$ cat config.mk
export PLATFORM = sky130hd
export DESIGN_NAME = dm_addr_gen
export DESIGN_NICKNAME = d
export VERILOG_FILES = /design/src/rtl/dmag_pkg.sv /design/src/rtl/dmag_classify.sv /design/src/rtl/dmag_resolve.sv /design/src/rtl/dmag_stage.sv /design/src/rtl/dm_addr_gen.sv
export SDC_FILE = /design/constraint.sdc
export NUM_CORES = 1
export LEC_CHECK = 0
export BUFFER_PORTS_ARGS = -buffer_cell sky130_fd_sc_hd__buf_2
export CORE_MARGIN = 1
export CORE_UTILIZATION = 45
export CTS_BUF_LIST = sky130_fd_sc_hd__clkbuf_4
export DETAILED_ROUTE_END_ITERATION = 16
export GPL_TIMING_DRIVEN = 0
export PLACE_DENSITY_LB_ADDON = 0.2
export REMOVE_ABC_BUFFERS = 1
export SYNTH_ARGS = -nofsm -noshare
export SYNTH_HDL_FRONTEND = slang
export SYNTH_SLANG_ARGS = --single-unit
$ cat constraint.sdc
create_clock -name clk -period 2.9 [get_ports clk]
set_clock_uncertainty 0.2 [all_clocks]
set_input_delay 0.29 -clock clk [delete_from_list [all_inputs] [get_ports clk]]
set_output_delay 0.29 -clock clk [all_outputs]
set_load 0.02 [all_outputs]
$ cat src/rtl/dmag_pkg.sv
package dmag_pkg;

  typedef enum logic [1:0] {
    PATH_DIRECT  = 2'b00,
    PATH_ACCESS  = 2'b01,
    PATH_INDEXED = 2'b10
  } path_e;

endpackage

$ cat src/rtl/dmag_classify.sv
module dmag_classify
  import dmag_pkg::*;
#(
  parameter int OPER_W      = 8,
  parameter int IDX_MAX     = 'h5F,
  parameter int LOW_MAX_STD = 'h7F
) (
  input  logic [OPER_W-1:0] operand_i,
  input  logic              access_sel_i,
  input  logic              ext_en_i,
  output path_e             path_o,
  output logic              low_bank_o
);

  localparam logic [OPER_W-1:0] IDX_LIM = OPER_W'(IDX_MAX);
  localparam logic [OPER_W-1:0] STD_LIM = OPER_W'(LOW_MAX_STD);

  logic in_idx_window;
  logic [OPER_W-1:0] low_limit;

  assign in_idx_window = (operand_i <= IDX_LIM);
  // with extended mode on, the bottom-bank window shrinks to the indexed window
  assign low_limit     = ext_en_i ? IDX_LIM : STD_LIM;
  assign low_bank_o    = (operand_i <= low_limit);

  always_comb begin
    if (access_sel_i)                       path_o = PATH_DIRECT;
    else if (ext_en_i && in_idx_window)     path_o = PATH_INDEXED;
    else                                    path_o = PATH_ACCESS;
  end

endmodule

$ cat src/rtl/dmag_resolve.sv
module dmag_resolve
  import dmag_pkg::*;
#(
  parameter int ADDR_W = 12,
  parameter int OPER_W = 8,
  parameter int BANK_W = 4
) (
  input  path_e             path_i,
  input  logic              low_bank_i,
  input  logic [OPER_W-1:0] operand_i,
  input  logic [BANK_W-1:0] bsr_i,
  input  logic [ADDR_W-1:0] fsr2_i,
  output logic [ADDR_W-1:0] addr_o
);

  localparam int PAD_W = ADDR_W - OPER_W;
  localparam logic [BANK_W-1:0] TOP_BANK = '1;
  localparam logic [BANK_W-1:0] BOT_BANK = '0;

  function automatic logic [ADDR_W-1:0] bank_join(input logic [BANK_W-1:0] bank,
                                                  input logic [OPER_W-1:0] off);
    return {bank, off};
  endfunction

  function automatic logic [ADDR_W-1:0] wrap_add(input logic [ADDR_W-1:0] base,
                                                 input logic [OPER_W-1:0] off);
    logic [ADDR_W-1:0] ext_off;
    ext_off = {{PAD_W{1'b0}}, off};
    return base + ext_off;
  endfunction

  logic [ADDR_W-1:0] direct_addr, access_addr, indexed_addr;

  assign direct_addr  = bank_join(bsr_i, operand_i);
  assign access_addr  = bank_join(low_bank_i ? BOT_BANK : TOP_BANK, operand_i);
  assign indexed_addr = wrap_add(fsr2_i, operand_i);

  always_comb begin
    unique case (path_i)
      PATH_DIRECT:  addr_o = direct_addr;
      PATH_INDEXED: addr_o = indexed_addr;
      default:      addr_o = access_addr;
    endcase
  end

endmodule

$ cat src/rtl/dmag_stage.sv
module dmag_stage
  import dmag_pkg::*;
#(
  parameter int ADDR_W = 12
) (
  input  logic              clk,
  input  logic              rst,
  input  logic              take_i,
  input  logic [ADDR_W-1:0] addr_i,
  input  path_e             path_i,
  output logic [ADDR_W-1:0] addr_o,
  output logic [1:0]        mode_o,
  output logic              valid_o
);

  always_ff @(posedge clk) begin
    if (rst) begin
      addr_o  <= '0;
      mode_o  <= 2'b00;
      valid_o <= 1'b0;
    end else begin
      valid_o <= take_i;
      if (take_i) begin
        addr_o <= addr_i;
        mode_o <= path_i;
      end
    end
  end

endmodule

$ cat src/rtl/dm_addr_gen.sv
module dm_addr_gen
  import dmag_pkg::*;
#(
  parameter int ADDR_W      = 12,
  parameter int OPER_W      = 8,
  parameter int BANK_W      = ADDR_W - OPER_W,
  parameter int IDX_MAX     = 'h5F,
  parameter int LOW_MAX_STD = 'h7F
) (
  input  logic              clk,
  input  logic              rst,
  input  logic              req_i,
  input  logic              file_op_i,
  input  logic [OPER_W-1:0] operand_i,
  input  logic              access_sel_i,
  input  logic [BANK_W-1:0] bsr_i,
  input  logic [ADDR_W-1:0] fsr2_i,
  input  logic              ext_en_i,
  output logic [ADDR_W-1:0] addr_o,
  output logic [1:0]        mode_o,
  output logic              valid_o
);

  path_e             path_sel;
  logic              low_bank;
  logic              take;
  logic [ADDR_W-1:0] next_addr;

  assign take = req_i & file_op_i;

  dmag_classify #(
    .OPER_W(OPER_W), .IDX_MAX(IDX_MAX), .LOW_MAX_STD(LOW_MAX_STD)
  ) u_classify (
    .operand_i(operand_i), .access_sel_i(access_sel_i), .ext_en_i(ext_en_i),
    .path_o(path_sel), .low_bank_o(low_bank)
  );

  dmag_resolve #(
    .ADDR_W(ADDR_W), .OPER_W(OPER_W), .BANK_W(BANK_W)
  ) u_resolve (
    .path_i(path_sel), .low_bank_i(low_bank), .operand_i(operand_i),
    .bsr_i(bsr_i), .fsr2_i(fsr2_i), .addr_o(next_addr)
  );

  dmag_stage #(
    .ADDR_W(ADDR_W)
  ) u_stage (
    .clk(clk), .rst(rst), .take_i(take), .addr_i(next_addr), .path_i(path_sel),
    .addr_o(addr_o), .mode_o(mode_o), .valid_o(valid_o)
  );

endmodule

## Yosys cells after proc, flatten, opt, wreduce, memory -nomap -nowiden

Cells that the tools add are included.

- Output and inout port bits: 15
- Input bits: 30
- Bits in registers: 15
- Logic and storage cells: 15

- Bitwise logic cells: 1
- $lt $le $gt $ge: 2
- Multiplexer cells: 5
- Reductions and logical operators: 2
- Equality and inequality tests: 1
- $add $sub $neg: 1

Operators by type and width:

| cell | count |
|---|---|
| one-hot mux 12 bit (2 select lines) | 1 |
| adder 12 x 8 -> 12 bit | 1 |
| less-or-equal comparator 8 x 7 -> 1 bit, second input constant | 1 |
| less-or-equal comparator 8 bit | 1 |
| 2-to-1 mux 6 bit | 1 |
| 2-to-1 mux 2 bit | 2 |
| 2-to-1 mux 4 bit | 1 |
| == test 2 bit, second input constant | 1 |
| logical NOT 2 bit | 1 |
| AND 1 bit | 1 |
| logical AND 1 bit | 1 |

## Depth between registers and ports, before layout

Gate-level depths: netlist of run 1.

- Word-level depth: 6
- Gate-level depth with buffers: 8
- Gate-level depth less buffers: 8

## Modules after synthesis

Synthesis of run 1 repeated with hierarchy kept, for this count alone.

- Cells, all modules: 150
- Area, all modules: 1231.2 um^2

By module, submodules not included:

| module | instances | cells each | area each (um^2) | sequential area each (um^2) |
|---|---|---|---|---|
| dmag_resolve | 1 | 94 | 626.9 | 0.0 |
| dmag_stage | 1 | 47 | 535.5 | 300.3 |
| dmag_classify | 1 | 8 | 62.6 | 0.0 |
| dm_addr_gen | 1 | 1 | 6.3 | 0.0 |

## Worst setup path before layout of run 1

OpenSTA, ideal clock, no wires.

- Path type: input port to flip-flop
- Start: input port operand_i[0]
- End: register u_stage.addr_o[8]
- Stages on the path: 8
- Required time: 2612 ps
- Library setup time: 88 ps
- Path slack: 682 ps
- Buffers on the path: 0
- Data arrival time: 1929 ps
- Cell sequence: ha_1 > inv_1 > fa_1 > nand2b_1 > a21oi_1 > o21ai_2 > or4_1 > a311oi_2

- Longest elaborated chain between the ends: 6
- Elaborated cells between the ends (all ways): 10
- Classes of those cells: add/sub (1); order compare (2); eq/ne (1); mux (4); reduce/logical (2)

RTL lines:

| what | line | text |
|---|---|---|
| start: declaration | dm_addr_gen.sv:14 | `input logic [OPER_W-1:0] operand_i,` |
| less-or-equal comparator 8 x 7 -> 1 bit | dmag_classify.sv:21 | `assign in_idx_window = (operand_i <= IDX_LIM);` |
| logical AND 1 bit | dmag_classify.sv:28 | `else if (ext_en_i && in_idx_window) path_o = PATH_INDEXED;` |
| 2-to-1 mux 2 bit | dmag_classify.sv:28 |  |
| 2-to-1 mux 2 bit | dmag_classify.sv:27 | `if (access_sel_i) path_o = PATH_DIRECT;` |
| == test 2 bit / logical NOT 2 bit (equally long branches) | dmag_resolve.sv:39 | `unique case (path_i)` |
| one-hot mux 12 bit (2 select lines) (*) | dmag_resolve.sv:39 |  |
| end signal: assignment | dmag_stage.sv:24 | `addr_o <= addr_i;` |
| end: declaration | dmag_stage.sv:11 | `output logic [ADDR_W-1:0] addr_o,` |

Every way passes the cells marked *; elsewhere a longest branch is shown, timed or not.
A chain may end at the register's enable or synchronous reset.

## Worst setup path in the final report of run 1

- Start: input port operand_i[0]
- End: register u_stage.addr_o[4]

The elaborated chain is that of the path after synthesis.

==> results.tsv, run 1 <==
metric	value	unit
Die X-Extent	54.65	µm
initial antenna violation count	0	
worst-path fanout max	3	
DRT antenna net count	0	
r2r setup slk	1.77	ns
initial DRC count	37	
first-pass GRT wire length	5430	µm
IO Port Bufs	44	
cell count of the worst hold path	3	
via count	1385	
vias per cell	5.919	
relative slew slack	54.72	%
Setup crit end	u_stage.addr_o[4]	
crit path time final	2.334	ns
core area	0.002545	mm²
TritonCTS clock tree	done	
Max Cap Violations	0	
IO Count	45	
gr usage total	25.34	%
met1 WL	1494	µm
register area	300.3	µm²
Nets	245	
Critical Path End Type	flop	
unique cell type count in the Yosys netlist	45	
min-delay worst type	input pin to flop	
final hold violation count	0	
post-cts gate resize count	0	
DR WL met3	267	µm
Cells after Synth	163	
Reg clk slew, reported paths	0.09	ns
share of power burned in registers	41.2	%
filler cell count	264	
worst skew pair latency	0.28	ns
outcome	finished, final reports clean	
clock root buffer	clkbuf_4	
commonest non-fill, non-tap cell in the layout	buf_2	
Leakage Power	0.6747	nW
buffers inserted by post-CTS timing repair	0	
Final setup violation count	0	
area delta synth->final	20.76	%
hpwl dp	2634	µm
CTS buffer count	3	
layout cells sized above 1	27.94	%
total iterations of the first detailed-routing run	6	
routed wl met2	1571	µm
Psw	0.0001875	W
Worst Path Buf+Inv	2	
power share of the combinational group	34.5	%
total routed wirelength	3380	µm
Clk pwr share	24.4	%
wire per inst	14.44	µm
gpl congestion	0.9023	
FP Rows	18	
Critical Path Stages	9	
internal power	0.0003554	W
sw frac	34.54	%
Mapped Area	0.001247	mm²
Yosys warnings	0	
most frequent cells in the layout	buf_2 (44), nand2_1 (22), nor2_1 (16)	
CP Class	input pin to flop	
Worst VDD drop	0.2168	mV
gr ovfl total	0	
Clock Sinks	15	
die height	54.65	µm
Startpoint Class	input pin	
critical path launch point	operand_i[0]	
DR DRC count	0	
Final TNS setup	0	ns
DR top layer	met4	
Pwr per Cell Area	360.4	mW/mm²
delay-heaviest family, CP	compound AO/OA/AOI/OAI gates	
CP max stage cell	a2111oi_0	
die area	0.002987	mm²
post-synthesis sequential area ratio	24.07	%
hold_buf cts	0	
largest net degree at the start of global routing	19	
max-slew violation count	0	
diode count	0	
reg2reg start	u_stage.addr_o[10]	
worst r2r path cells	4	
async set-reset flop share out of synthesis	0	%
RSZ-0062 raised after global routing	no	
max incr delay on CP	0.55	ns
final worst slack	0.5658	ns
CTS Buffer Depth	2	
FF+latch count, synth	15	
Slew @ Worst Pin	0.6793	ns
critical path, cell by cell	buf_2 > ha_1 > inv_1 > fa_1 > nand2b_1 > a21bo_2 > and4_2 > a2111oi_0 > nor3_1	
H-tree depth	1	
area of the multi-input gates	888.4	µm²
top_reg_cell synth	dfxtp_1	
r2r endpoint	u_stage.addr_o[10]	
Crit path required time	2.85	ns
EDFF count, synth	0	
arrival time worst endpoint	2.29	ns
Avg Inst Size Synth	7.653	µm²
Max Freq	428.4	MHz
Initial Util	49.02	%
Place WS	0.2855	ns
period utilization	80.49	%
number of global-route vias before repair	1262	
per-layer routing:
metal	track usage (%)	vias up
li1	-	693
met4	9.402	0
met1	33.06	624
met2	42.57	61
met3	2.222	7
met5	0	-
layout make-up:
cell class	count	area share, %
clock buffers	4	1.993
multi-input cells	133	58.97
flip-flops and latches	15	19.93
inverters	8	1.993
well taps	30	2.492
repair buffers	44	14.62
logic make-up after synthesis:
| logic type | share of synthesized area, % |
|---|---|
| flip-flops | 24.07 |
| XOR/XNOR | 0.7022 |
| AO/OA/AOI/OAI | 28.18 |
| AND/OR/NAND/NOR | 29.29 |
| adder cells (fa/ha/maj) | 10.63 |
| multiplexers | 2.407 |
| buffers and inverters | 4.714 |
flip-flops by register name, indices dropped and copies added, names as in the netlist:
register         flops
u_stage.addr_o      12
u_stage.mode_o       2
u_stage.valid_o      1
worst reg2reg max path: cells and delay by family (launching register included):
kind / cells / cell delay, ns
compound gates: 1 / 0.18
flops: 1 / 0.34
simple gates: 3 / 0.34
worst min-delay path by stage:
stage,start,to,slack (ns)
after global routing,operand_i[3],u_stage.addr_o[3],0.09
final,operand_i[2],u_stage.addr_o[2],0.09
after global placement,u_stage.addr_o[1],u_stage.addr_o[1],0.24
after floorplan,rst,u_stage.addr_o[8],0.16
after detailed placement,u_stage.addr_o[1],u_stage.addr_o[1],0.24
after CTS,operand_i[2],u_stage.addr_o[2],0.08
per-stage QoR:
| step | instances | power [W] | area (µm²) | hold slack (ns) | utilization (%) |
|---|---|---|---|---|---|
| floorplan | 156 | 0.0003465 | 1219 | 0.1579 | - |
| global route | 234 | 0.0005778 | 1506 | 0.09445 | 59.19 |
| global placement | 230 | 0.0004090 | 1476 | 0.2354 | 58.01 |
| finish | 234 | 0.0005429 | 1506 | 0.08985 | 59.19 |
| CTS | 234 | 0.0005470 | 1506 | 0.08307 | 59.19 |
| detailed placement | 230 | 0.0004137 | 1476 | 0.2411 | 58.01 |
power groups by stage:
| stage | combinational [W] | clock, W | sequential, W |
|---|---|---|---|
| finish | 0.000187 | 0.000132 | 0.000224 |
| global route | 0.000210 | 0.000143 | 0.000225 |
| CTS | 0.000186 | 0.000137 | 0.000224 |
| detailed placement | 0.000185 | 0 | 0.000229 |
| global placement | 0.000181 | 0 | 0.000228 |
| floorplan | 0.000102 | 0 | 0.000244 |
synthesized netlist by cell type, types with 3 or more instances:
| library cell | count | area [µm²] |
|---|---|---|
| a211o_1 | 3 | 26.28 |
| a21o_1 | 4 | 30.03 |
| a21oi_1 | 13 | 65.06 |
| a311oi_1 | 5 | 43.79 |
| and2_1 | 3 | 18.77 |
| clkbuf_1 | 5 | 18.77 |
| dfxtp_1 | 15 | 300.3 |
| ha_1 | 9 | 112.6 |
| inv_1 | 7 | 26.28 |
| mux2i_1 | 3 | 30.03 |
| nand2_1 | 22 | 82.58 |
| nand3_1 | 3 | 15.01 |
| nand4_1 | 4 | 25.02 |
| nor2_1 | 16 | 60.06 |
| nor3_1 | 6 | 30.03 |
| o211ai_1 | 3 | 22.52 |
| o21ai_0 | 7 | 35.03 |
Power figures use the tool's default switching activity.
==> run 2, diff against run 1 <==
--- a/config.mk
+++ b/config.mk
@@ -5,6 +5,7 @@
 export SDC_FILE = /design/constraint.sdc
 export NUM_CORES = 1
 export LEC_CHECK = 0
+export ABC_AREA = 1
 export BUFFER_PORTS_ARGS = -buffer_cell sky130_fd_sc_hd__buf_2
 export CORE_MARGIN = 1
 export CORE_UTILIZATION = 45
==> constraint.sdc (replaced) <==
create_clock -name clk -period 2.13 [get_ports clk]
set_clock_uncertainty 0.2 [all_clocks]
set_input_delay 0.213 -clock clk [delete_from_list [all_inputs] [get_ports clk]]
set_output_delay 0.213 -clock clk [all_outputs]
set_load 0.02 [all_outputs]
==> results.tsv, run 2 <==
metric	value	unit	change
final hold violation count	0		unchanged
delay-heaviest family, CP	adder cells		
max incr delay on CP	0.40	ns	-0.15 ns
Layout Cells excl Fill	278		+19%
power share of the combinational group	35.9	%	+1.4 points
worst r2r path cells	4		unchanged
cell count of the worst hold path	3		unchanged
post-synthesis sequential area ratio	23.05	%	-1.0 points
biggest regs	u_stage.addr_o (12), u_stage.mode_o (2), u_stage.valid_o (1)		
initial DRC count	74		+100%
DR DRC count	0		unchanged
largest net degree at the start of global routing	16		-3
diode count	0		unchanged
IO Port Bufs	44		unchanged
die area	0.003114	mm²	+4.3%
CTS buffer count	3		unchanged
critical path, cell by cell	buf_2 > ha_1 > inv_1 > fa_1 > inv_1 > nand2_1 > nand3_1 > nand2_1 > o211ai_1 > nand3_1 > a21oi_1		
commonest non-fill, non-tap cell in the layout	nand2_1		
die height	55.80	µm	+2.1%
total iterations of the first detailed-routing run	4		-2
outcome	finished, final reports clean		
initial antenna violation count	0		unchanged
CTS Buffer Depth	2		unchanged
worst skew pair latency	0.28	ns	about the same
Place WS	0.1172	ns	-0.1683 ns
period utilization	81.04	%	
relative slew slack	65.64	%	+11 points
first-pass GRT wire length	5499	µm	+1.3%
Leakage Power	0.8726	nW	+29%
Slew @ Worst Pin	0.5141	ns	-0.1652 ns
vias per cell	4.993		-16%
share of power burned in registers	40.4	%	-0.8 points
async set-reset flop share out of synthesis	0	%	unchanged
gr usage total	22.30	%	-3.0 points
placed insts	273		+19%
area delta synth->final	21.90	%	
Nets	288		+18%
Worst VDD drop	0.4016	mV	+85%
Reg clk slew, reported paths	0.09	ns	about the same
Critical Path End Type	flop		
EDFF count, synth	0		unchanged
FP Rows	19		+1
top-count cell post-synth	nand2_1		
Crit path required time	2.15	ns	-0.70 ns
top_reg_cell synth	dfxtp_1		
Synth top cells by count	nand2_1 (56), inv_1 (26), nand3_1 (23)		
filler cell count	288		+9.1%
design area	0.001588	mm²	+5.4%
Clock Sinks	15		unchanged
Cells after Synth	201		+23%
wire per inst	11.19	µm	-23%
DP Area	0.001548	mm²	+4.8%
number of global-route vias before repair	1273		+0.87%
gpl congestion	0.8658		-4.0%
gr ovfl total	0		unchanged
via count	1388		+0.22%
leading area contributor after synthesis	dfxtp_1		
Max Freq	579.3	MHz	
crit path time final	1.726	ns	
core area	0.002758	mm²	+8.4%
arrival time worst endpoint	1.75	ns	-0.54 ns
Mapped Area	0.001302	mm²	+4.4%
CP Class	input pin to flop		
sw frac	35.61	%	+1.1 points
Max Cap Violations	0		unchanged
Worst Path Buf+Inv	3		+1
Initial Util	47.23	%	-1.8 points
Pwr per Cell Area	473.1	mW/mm²	+31%
H-tree depth	1		unchanged
final worst slack	0.4039	ns	-0.1620 ns
Yosys warnings	0		unchanged
Psw	0.0002675	W	+43%
Final TNS setup	0	ns	unchanged
Final setup violation count	0		unchanged
most frequent cells in the layout	nand2_1 (56), buf_2 (44), inv_1 (26)		
Reg with most FFs	u_stage.addr_o		
Startpoint Class	input pin		
unique cell type count in the Yosys netlist	32		-29%
Die X-Extent	55.80	µm	+2.1%
Critical Path Stages	11		+2
RSZ-0062 raised after global routing	no		
CP max stage cell	fa_1		
FF+latch count, synth	15		unchanged
top cell type's share of synthesized area	23.05	%	-1.0 points
Avg Inst Size Synth	6.480	µm²	-15%
internal power	0.0004837	W	+36%
worst-path fanout max	3		unchanged
Clk pwr share	23.7	%	-0.7 points
hpwl dp	2507	µm	-4.8%
layout cells sized above 1	25.51	%	-2.4 points
clock root buffer	clkbuf_4		
min-delay worst type	input pin to flop		
max reg flops	12		unchanged
max-slew violation count	0		unchanged
top area cells in the synthesized netlist	dfxtp_1 (23%), nand2_1 (16%), nand3_1 (8.8%)		
DRT antenna net count	0		unchanged
utilization after layout	57.58	%	-1.6 points
total routed wirelength	3110	µm	-8.0%
TritonCTS clock tree	done		
IO Count	45		unchanged
## run 2: cell types whose count changed after synthesis, sizes merged, moves of 4 or more
cell    delta
a21boi     +4
a311oi     -6
clkbuf     -4
inv       +20
nand2     +38
nand3     +22
nor3       -5
## run 2: kinds of logic after synthesis
kind of cell / count (synthesis) / share of synthesized area (%)
compound gates: 36 / 16.33
xor+xnor: 2 / 1.345
fa+ha+maj: 10 / 10.18
buf+inv: 31 / 9.317
flops: 15 / 23.05
simple gates: 107 / 39.77
## run 2: power groups by stage
stage	sequential [W]	clock, W	combinational (W)
2_1_floorplan	0.000330	0	0.000159
3_3_place_gp	0.000310	0	0.000267
3_5_place_dp	0.000310	0	0.000268
4_1_cts	0.000304	0.000184	0.000271
5_1_grt	0.000305	0.000197	0.000309
6_report	0.000304	0.000178	0.000270
## run 2: cell type report
cell class | instances | area [µm²] | area share (%)
flip-flops and latches | 15 | 300.3 | 18.91
repair buffers | 45 | 230.2 | 14.50
multi-input cells | 155 | 880.8 | 55.48
inverters | 28 | 107.6 | 6.777
clock buffers | 4 | 30.03 | 1.891
well taps | 31 | 38.79 | 2.443
## run 2: repair_timing
action,in CTS,in global routing
setup endpoints to repair,0,0
hold buffers,1,0
buffers inserted,0,0
resized for setup,0,0
endpoints found under the hold margin,6,0
## run 2: worst register-to-register path, cell delays in order, from the launching register on
cell,delay (ns)
dfxtp_1,0.33
nand2_1,0.05
nand2_1,0.08
inv_1,0.05
a21oi_2,0.11
## run 2: per-layer routing
| metal | global-route usage [%] | wire, µm |
|---|---|---|
| met2 | 37.52 | 1434 |
| met4 | 5.357 | 23 |
| met5 | 0 | 0 |
| met3 | 4.186 | 132 |
| met1 | 29.46 | 1521 |
## run 2: final timing paths
check,from,to,slack [ns]
worst max-delay path,operand_i[0],u_stage.addr_o[6],0.40
worst min-delay path,operand_i[2],u_stage.addr_o[2],0.02
worst max register to register,u_stage.addr_o[5],u_stage.addr_o[5],1.25
worst min register to register,u_stage.addr_o[1],u_stage.addr_o[1],0.27
## run 2: per-stage QoR
stage	hold WS, ns	power [W]
2_1_floorplan	0.07544	0.0004895
3_3_place_gp	0.2556	0.0005772
3_5_place_dp	0.2569	0.0005782
4_1_cts	0.01803	0.0007585
5_1_grt	0.01378	0.0008115
6_report	0.02143	0.0007512
==> run 3, diff against run 2 <==
==> constraint.sdc (replaced) <==
create_clock -name clk -period 1.5 [get_ports clk]
set_clock_uncertainty 0.2 [all_clocks]
set_input_delay 0.15 -clock clk [delete_from_list [all_inputs] [get_ports clk]]
set_output_delay 0.15 -clock clk [all_outputs]
set_load 0.02 [all_outputs]
==> results.tsv, run 3 (synthesis results as in run 2) <==
metric	value	unit	change
worst hold start	operand_i[6]		
layout cells sized above 1	30.98	%	+5.5 points
initial antenna violation count	0		unchanged
critical path, cell by cell	buf_6 > ha_4 > inv_2 > fa_2 > inv_2 > nand2_2 > nand3_2 > nand2_2 > o211ai_1 > nand3_1 > a21oi_1		
vias per cell	5.003		+0.21%
largest net degree at the start of global routing	16		unchanged
first-pass GRT wire length	5699	µm	+3.6%
gpl congestion	0.8658		unchanged
CP Class	input pin to flop		
max-slew violation count	0		unchanged
DRT antenna net count	0		unchanged
min-delay worst type	input pin to flop		
area delta synth->final	31.60	%	
Startpoint Class	input pin		
Reg with most FFs	u_stage.addr_o		
Critical Path End Type	flop		
placed insts	273		unchanged
Reg clk slew, reported paths	0.09	ns	about the same
filler cell count	272		-5.6%
wire per inst	11.56	µm	+3.3%
final worst slack	0.05921	ns	-0.3447 ns
die area	0.003114	mm²	unchanged
TritonCTS clock tree	done		
critical path launch point	fsr2_i[0]		
register area	300.3	µm²	unchanged
IO Port Bufs	44		unchanged
biggest regs	u_stage.addr_o (12), u_stage.mode_o (2), u_stage.valid_o (1)		
Die X-Extent	55.80	µm	unchanged
Psw	0.0003958	W	+48%
diode count	0		unchanged
IO Count	45		unchanged
worst skew pair latency	0.28	ns	about the same
Max Cap Violations	0		unchanged
initial DRC count	87		+18%
crit path time final	1.441	ns	
reg2reg start	u_stage.addr_o[2]		
most frequent cells in the layout	nand2_1 (51), buf_2 (42), inv_1 (23)		
total iterations of the first detailed-routing run	5		+1
max reg flops	12		unchanged
sw frac	35.67	%	+0.058 points
hpwl dp	2507	µm	unchanged
CTS buffer count	3		unchanged
design area	0.001714	mm²	+8.0%
DR DRC count	0		unchanged
Final setup violation count	0		unchanged
share of power burned in registers	38.9	%	-1.5 points
Final TNS setup	0	ns	unchanged
Place WS	-0.4498	ns	-0.5670 ns
Slew @ Worst Pin	0.3366	ns	-0.1774 ns
Layout Cells excl Fill	286		+2.9%
internal power	0.0007140	W	+48%
Clock Sinks	15		unchanged
arrival time worst endpoint	1.46	ns	-0.29 ns
outcome	finished, final reports clean		
FP Rows	19		unchanged
CTS Buffer Depth	2		unchanged
Max Freq	694.1	MHz	
total routed wirelength	3306	µm	+6.3%
final hold violation count	0		unchanged
period utilization	96.05	%	
Worst VDD drop	0.5744	mV	+43%
number of global-route vias before repair	1321		+3.8%
DP Area	0.001548	mm²	unchanged
via count	1431		+3.1%
commonest non-fill, non-tap cell in the layout	nand2_1		
gr usage total	23.04	%	+0.74 points
max incr delay on CP	0.37	ns	-0.03 ns
worst-path fanout max	3		unchanged
area of the multi-input gates	918.4	µm²	+4.3%
Crit path required time	1.52	ns	-0.63 ns
power share of the combinational group	38.4	%	+2.5 points
Nets	296		+2.8%
gr ovfl total	0		unchanged
Clk pwr share	22.8	%	-0.9 points
relative slew slack	77.48	%	+12 points
Leakage Power	0.9056	nW	+3.8%
H-tree depth	1		unchanged
Initial Util	47.23	%	unchanged
Pwr per Cell Area	647.5	mW/mm²	+37%
clock root buffer	clkbuf_4		
Hold Slack	0.01405	ns	-0.007379 ns
CP max stage cell	fa_2		
die height	55.80	µm	unchanged
core area	0.002758	mm²	unchanged
[run 3: changes by cell type in the layout (fill, tap and decap cells not counted), sizes merged]
cell / change
clkinvlp: +1
inv: -1
buf: +3
dlygate4sd3: +5
[run 3: stage by stage]
step / power [W] / util [%]
4_1_cts: 0.001094 / 60.21
2_1_floorplan: 0.0006952 / -
3_3_place_gp: 0.0008196 / 56.13
5_1_grt: 0.001193 / 62.16
6_report: 0.001110 / 62.16
3_5_place_dp: 0.0008211 / 56.13
[run 3: area by class of cell]
cell class                      instances  area share (%)
Multi-Input combinational cell        155           53.58
Sequential cell                        15           17.52
Timing Repair Buffer                   53           18.39
Tap cell                               31           2.263
Inverter                               28           6.496
Clock buffer                            4           1.752
[run 3: critical path, delay by kind of cell]
kind            cells  cell delay [ns]
compound gates      2             0.32
simple gates        4             0.30
buf+inv             3             0.20
fa+ha+maj           2             0.50
[run 3: worst paths after layout]
kind / end / cells after the start / slack (ns)
worst min register to register: u_stage.addr_o[1] / 2 / 0.27
worst max-delay path: u_stage.addr_o[6] / 11 / 0.06
worst min-delay path: u_stage.addr_o[6] / 3 / 0.01
worst max register to register: u_stage.addr_o[2] / 2 / 0.59
[run 3: metal layers]
layer  up-vias  routed length, µm  GRT usage [%]
li1        776                  -              -
met1       610               1544          30.19
met2        41               1565          38.21
met3         4                150          4.419
met4         0                 45          7.143
met5         -                  0              0
[run 3: power groups by stage]
stage	Combinational (W)	Clock, W	Sequential, W
global route	0.000479	0.000280	0.000434
detailed placement	0.000381	0	0.000440
floorplan	0.000226	0	0.000469
finish	0.000426	0.000253	0.000431
CTS	0.000401	0.000261	0.000431
global placement	0.000379	0	0.000440
[run 3: repair_timing]
| item | CTS | global route |
|---|---|---|
| endpoints found under the hold margin | 9 | 0 |
| setup buffers | 0 | 3 |
| hold buffers | 6 | 0 |
| resized for setup | 5 | 15 |
| endpoints found under the setup margin | 4 | 8 |
| pin swaps | 2 | 9 |
